`config.mk`:
```
export PLATFORM = sky130hd
export DESIGN_NAME = segxlat_top
export DESIGN_NICKNAME = d
export VERILOG_FILES = /design/src/rtl/segxlat_pkg.sv /design/src/rtl/segxlat_ctrl.sv /design/src/rtl/segxlat_dp.sv /design/src/rtl/segxlat_top.sv
export SDC_FILE = /design/constraint.sdc
export NUM_CORES = 1
export LEC_CHECK = 0
export ABC_AREA = 1
export BUFFER_PORTS_ARGS = -buffer_cell sky130_fd_sc_hd__buf_2
export CAP_MARGIN = 20
export CORE_MARGIN = 5
export CORE_UTILIZATION = 58
export CTS_CLUSTER_DIAMETER = 80
export CTS_CLUSTER_SIZE = 14
export DETAILED_ROUTE_END_ITERATION = 10
export GPL_ROUTABILITY_DRIVEN = 0
export PLACE_DENSITY = 0.89
export SLEW_MARGIN = 20
export SYNTH_ARGS = -nofsm -noshare
export SYNTH_HDL_FRONTEND = slang
export SYNTH_SLANG_ARGS = --single-unit
```
`constraint.sdc`:
```
create_clock -name clk -period 2.5 [get_ports clk]
set_input_delay 0.125 -clock clk [delete_from_list [all_inputs] [get_ports clk]]
set_output_delay 0.125 -clock clk [all_outputs]
set_load 0.05 [all_outputs]
```
`src/rtl/segxlat_pkg.sv`:
```
package segxlat_pkg;
  // Strobes from the control half to the datapath half.
  typedef struct packed {
    logic tableWr;   // commit a table entry this cycle
    logic lookup;    // capture a translation result this cycle
  } xlatStrobeT;
endpackage

```
`src/rtl/segxlat_ctrl.sv`:
```
module segxlat_ctrl
  import segxlat_pkg::*;
(
  input  logic       clk,
  input  logic       rstN,
  input  logic       cfgWrEn,
  input  logic       reqValid,
  output xlatStrobeT strobes,
  output logic       rspValid
);
  always_comb begin
    strobes.tableWr = cfgWrEn;
    strobes.lookup  = reqValid;
  end

  always_ff @(posedge clk) begin
    if (!rstN) rspValid <= 1'b0;
    else       rspValid <= reqValid;
  end


  rsp_follow_chk: assert property (@(posedge clk) disable iff (!rstN)
    reqValid |=> rspValid);

  rsp_idle_chk: assert property (@(posedge clk) disable iff (!rstN)
    !reqValid |=> !rspValid);
endmodule

```
`src/rtl/segxlat_dp.sv`:
```
module segxlat_dp
  import segxlat_pkg::*;
#(
  parameter int VA_W     = 32,
  parameter int SEG_BITS = 2,
  parameter int PA_W     = 30
) (
  input  logic                clk,
  input  logic                rstN,
  input  xlatStrobeT          strobes,
  input  logic [SEG_BITS-1:0] cfgIdx,
  input  logic [PA_W-1:0]     cfgBase,
  input  logic [VA_W-SEG_BITS-1:0] cfgSize,
  input  logic [VA_W-1:0]     reqVaddr,
  output logic [PA_W-1:0]     rspPaddr,
  output logic                rspFault
);
  localparam int OFF_W   = VA_W - SEG_BITS;
  localparam int NUM_SEG = 1 << SEG_BITS;

  logic [PA_W-1:0]  baseQ [NUM_SEG];
  logic [OFF_W-1:0] sizeQ [NUM_SEG];
  logic [NUM_SEG-1:0] loadedQ;

  // One register set per entry.
  for (genvar g = 0; g < NUM_SEG; g++) begin : g_entry
    always_ff @(posedge clk) begin
      if (!rstN) begin
        baseQ[g]   <= '0;
        sizeQ[g]   <= '0;
        loadedQ[g] <= 1'b0;
      end else if (strobes.tableWr && cfgIdx == SEG_BITS'(g)) begin
        baseQ[g]   <= cfgBase;
        sizeQ[g]   <= cfgSize;
        loadedQ[g] <= 1'b1;
      end
    end
  end

  logic [SEG_BITS-1:0] segSel;
  logic [OFF_W-1:0]    offset;
  logic [PA_W-1:0]     selBase;
  logic [OFF_W-1:0]    selSize;
  logic                selLoaded;
  logic [PA_W-1:0]     sumC;
  logic                pastLimit;
  logic                faultC;

  always_comb begin
    segSel    = reqVaddr[VA_W-1 -: SEG_BITS];
    offset    = reqVaddr[OFF_W-1:0];
    selBase   = baseQ[segSel];
    selSize   = sizeQ[segSel];
    selLoaded = loadedQ[segSel];
    // Adder and limit compare both work on the raw offset, side by side.
    sumC      = selBase + PA_W'(offset);
    pastLimit = (offset >= selSize);
    faultC    = !selLoaded || pastLimit;
  end

  always_ff @(posedge clk) begin
    if (!rstN) begin
      rspPaddr <= '0;
      rspFault <= 1'b0;
    end else if (strobes.lookup) begin
      rspFault <= faultC;
      rspPaddr <= faultC ? '0 : sumC;
    end else begin
      rspPaddr <= '0;
      rspFault <= 1'b0;
    end
  end


  fault_zero_chk: assert property (@(posedge clk) disable iff (!rstN)
    rspFault |-> rspPaddr == '0);

  unloaded_fault_chk: assert property (@(posedge clk) disable iff (!rstN)
    (strobes.lookup && !selLoaded) |=> rspFault);

  bound_fault_chk: assert property (@(posedge clk) disable iff (!rstN)
    (strobes.lookup && offset >= selSize) |=> rspFault);

  idle_quiet_chk: assert property (@(posedge clk) disable iff (!rstN)
    !strobes.lookup |=> (rspPaddr == '0 && !rspFault));
endmodule

```
`src/rtl/segxlat_top.sv`:
```
module segxlat_top
  import segxlat_pkg::*;
#(
  parameter int VA_W     = 32,
  parameter int SEG_BITS = 2,
  parameter int PA_W     = 30
) (
  input  logic                     clk,
  input  logic                     rstN,
  input  logic                     cfgWrEn,
  input  logic [SEG_BITS-1:0]      cfgIdx,
  input  logic [PA_W-1:0]          cfgBase,
  input  logic [VA_W-SEG_BITS-1:0] cfgSize,
  input  logic                     reqValid,
  input  logic [VA_W-1:0]          reqVaddr,
  output logic                     rspValid,
  output logic [PA_W-1:0]          rspPaddr,
  output logic                     rspFault
);
  xlatStrobeT strobes;

  segxlat_ctrl u_ctrl (
    .clk      (clk),
    .rstN     (rstN),
    .cfgWrEn  (cfgWrEn),
    .reqValid (reqValid),
    .strobes  (strobes),
    .rspValid (rspValid)
  );

  segxlat_dp #(.VA_W(VA_W), .SEG_BITS(SEG_BITS), .PA_W(PA_W)) u_dp (
    .clk      (clk),
    .rstN     (rstN),
    .strobes  (strobes),
    .cfgIdx   (cfgIdx),
    .cfgBase  (cfgBase),
    .cfgSize  (cfgSize),
    .reqVaddr (reqVaddr),
    .rspPaddr (rspPaddr),
    .rspFault (rspFault)
  );
endmodule

```
==> metrics <==
status=finished, final reports clean; synth unique cells=35; Rows=57; final core occ=70.9%; Vias=12375; peak supply drop=478 µV; RSZ-0062 raised after global routing=false; final hold slack=0.0328 ns; die width=166 µm; Clock transition at path regs=0.07 ns; fill count=1671; core area=24100 µm²; Slew headroom=61.0%; Post-Syn Nets=1734; Worst Slack Setup Final=0.173 ns; clk sinks=276; Critical Path Slowest Stage Cell=edfxtp_1; DP Wirelength=26900 µm; Final Cycle Share=93.1%; Syn Area/Cell=8.94 µm²; GRT overflow=0; Cell Pwr Density=650 nW/µm²; I/O Pins=130; Final Hold Viols=0; Total GRT Usage=28.3%; highest clock rate=0.430 GHz; post-CTS setup buffers=0; synthesized area=14100 µm²; Seq/Total Area, Yosys=56.2%; post-route ant nets=0; synthesis-to-finish area growth=21.3%; worst slew pin tran=0.582 ns; Startpoint Class=flip-flop; Layout Skew=0.0226 ns; CP most frequent cell=nand2_1; most frequent cells in the layout=nor2_1, nand2_1, edfxtp_1, inv_1, buf_2; fraction of layout cells with a size suffix above 1=15.5%; H-Tree Depth=1; CP Max Fanout=4; FF+latch area=7930 µm²; DRT iter0 DRCs=1518; Max Slew Vio Count=0; Buffers on Ports=129; first-pass GRT wire length=63000 µm; Starting Density=58.5%; pre-CTS setup slack=-0.132 ns; Crit Path Category=flip-flop to flip-flop; crit end category=flip-flop; Critical Path, Cell by Cell=o21ai_0 > o22ai_1 > buf_4 > ha_1 > nand2_1 > nor2_1 > inv_1 > o21bai_1 > nand2_1 > nand3_1 > nand2_1 > nand2_1 > inv_1 > nor2_1; First-pass DRT Iterations=6; Setup violations, final=0; final wirelength=40300 µm; cell count after synthesis=1576; yosys warns=0; worst hold path type=input port to flip-flop; Pleak=7.79 nW; WP data required=2.96 ns; largest net degree at the start of global routing=62; crit path DAT=2.79 ns; # diodes=0; clk root buf=clkbuf_16; commonest non-fill, non-tap cell in the layout=nor2_1; crit path time final=2.33 ns; DR vias/cell=5.73; Die Ht=166 µm; Total Die Area=27500 µm²; Max Cap Viol=0; initial antenna violation count=0; final net count=1976; Clk Latency, worst-skew pair=0.54 ns; clock tree from TritonCTS=built; vias in the first global route=12301; residual DRC count=0; Clock Path Buffers=3; area of the multi-input gates=5200 µm²; DR WL/cell=18.7 µm; flops & latches, synth=276; number of CTS-inserted buffers=23; max incr delay on CP=0.36 ns
[flip-flops by register name, summed over array words and instances, names as in the netlist]
signal	flops
u_dp.baseQ	120
u_dp.sizeQ	120
u_dp.rspPaddr	30
u_dp.loadedQ	4
u_ctrl.rspValid	1
u_dp.rspFault	1
[synthesized netlist by cell type]
master / instances / share of area (%)
nor2_1: 353 / 9.4
nand2_1: 324 / 8.6
edfxtp_1: 240 / 51
inv_1: 184 / 4.9
o21ai_0: 69 / 2.4
a21oi_1: 64 / 2.3
ha_1: 59 / 5.2
clkbuf_1: 55 / 1.5
dfxtp_1: 36 / 5.1
nand3_1: 33 / 1.2
o22ai_1: 30 / 1.3
a32o_1: 29 / 2.1
nor2_2: 21 / 0.93
nor3_1: 12 / 0.43
xor2_1: 11 / 0.68
nand4_1: 9 / 0.40
o21bai_1: 9 / 0.48
nand3b_1: 5 / 0.27
or2_2: 5 / 0.22
buf_2: 4 / 0.14
xnor2_1: 4 / 0.25
buf_1: 3 / 0.080
buf_6: 3 / 0.24
inv_2: 3 / 0.080
a21boi_0: 1 / 0.053
a21o_1: 1 / 0.053
a21oi_2: 1 / 0.062
a31oi_1: 1 / 0.044
and2_1: 1 / 0.044
buf_4: 1 / 0.053
fa_1: 1 / 0.14
nand2_2: 1 / 0.044
nand3_2: 1 / 0.071
nor4_1: 1 / 0.044
o21ai_1: 1 / 0.035
[area by class of cell]
type | instances | share of cell area [%]
flip-flops and latches | 276 | 46.4
well taps | 324 | 2.37
inverters | 187 | 4.11
clock inverters | 1 | 0.0512
repair buffers | 283 | 12.8
clock buffers | 41 | 3.88
multi-input cells | 1047 | 30.4
[final timing paths]
| check | from | endpoint | slack (ns) | cells after the start |
|---|---|---|---|---|
| worst max-delay path | u_dp.baseQ[2][13] | u_dp.rspPaddr[22] | 0.17 | 14 |
| worst min-delay path | cfgBase[9] | u_dp.baseQ[1][9] | 0.03 | 3 |
| worst max register to register | u_dp.baseQ[2][13] | u_dp.rspPaddr[22] | 0.17 | 14 |
| worst min register to register | u_dp.loadedQ[0] | u_dp.loadedQ[0] | 0.45 | 2 |
[cells by family after synthesis]
| group | after synthesis | share of synthesized area (%) |
|---|---|---|
| AO/OA/AOI/OAI | 206 | 8.84 |
| XOR/XNOR | 15 | 0.932 |
| adder cells (fa/ha/maj) | 60 | 5.38 |
| buffers and inverters | 253 | 6.96 |
| flip-flops | 276 | 56.2 |
| AND/OR/NAND/NOR | 766 | 21.6 |
[worst max-delay path: cells and delay by family, from the launching register on]
family	cells	cell delay (ns)
compound gates	3	0.54
flops	1	0.36
buf+inv	3	0.28
fa+ha+maj	1	0.35
simple gates	7	0.71
[metal layers]
layer | routed length [µm] | global-route usage [%]
met3 | 4660 | 5.09
met1 | 14400 | 35.9
met5 | 0 | 0
met2 | 19200 | 47.6
met4 | 2090 | 13.0
[through the flow]
stage	instance area (µm²)	power [mW]	setup TNS, ns	std cells
floorplan	14100	6.79	0	1576
global route	17100	11.5	0	2159
global placement	15800	7.54	-0.101	2055
finish	17100	11.1	0	2159
detailed placement	15800	7.64	-2.93	2055
CTS	17100	11.0	0	2159
[what timing repair did]
action	4_1_cts	5_1_grt
endpoints found under the setup margin	0	4
resized for setup	0	3
endpoints found under the hold margin	226	0
hold buffers	62	0
[report_power, final]
group	internal (mW)	total, mW	switching (mW)
registers	5.33	5.42	0.0935
clock network	1.79	3.41	1.62
logic	0.870	2.28	1.41
Note: power is estimated with default switching activity, not from simulation.
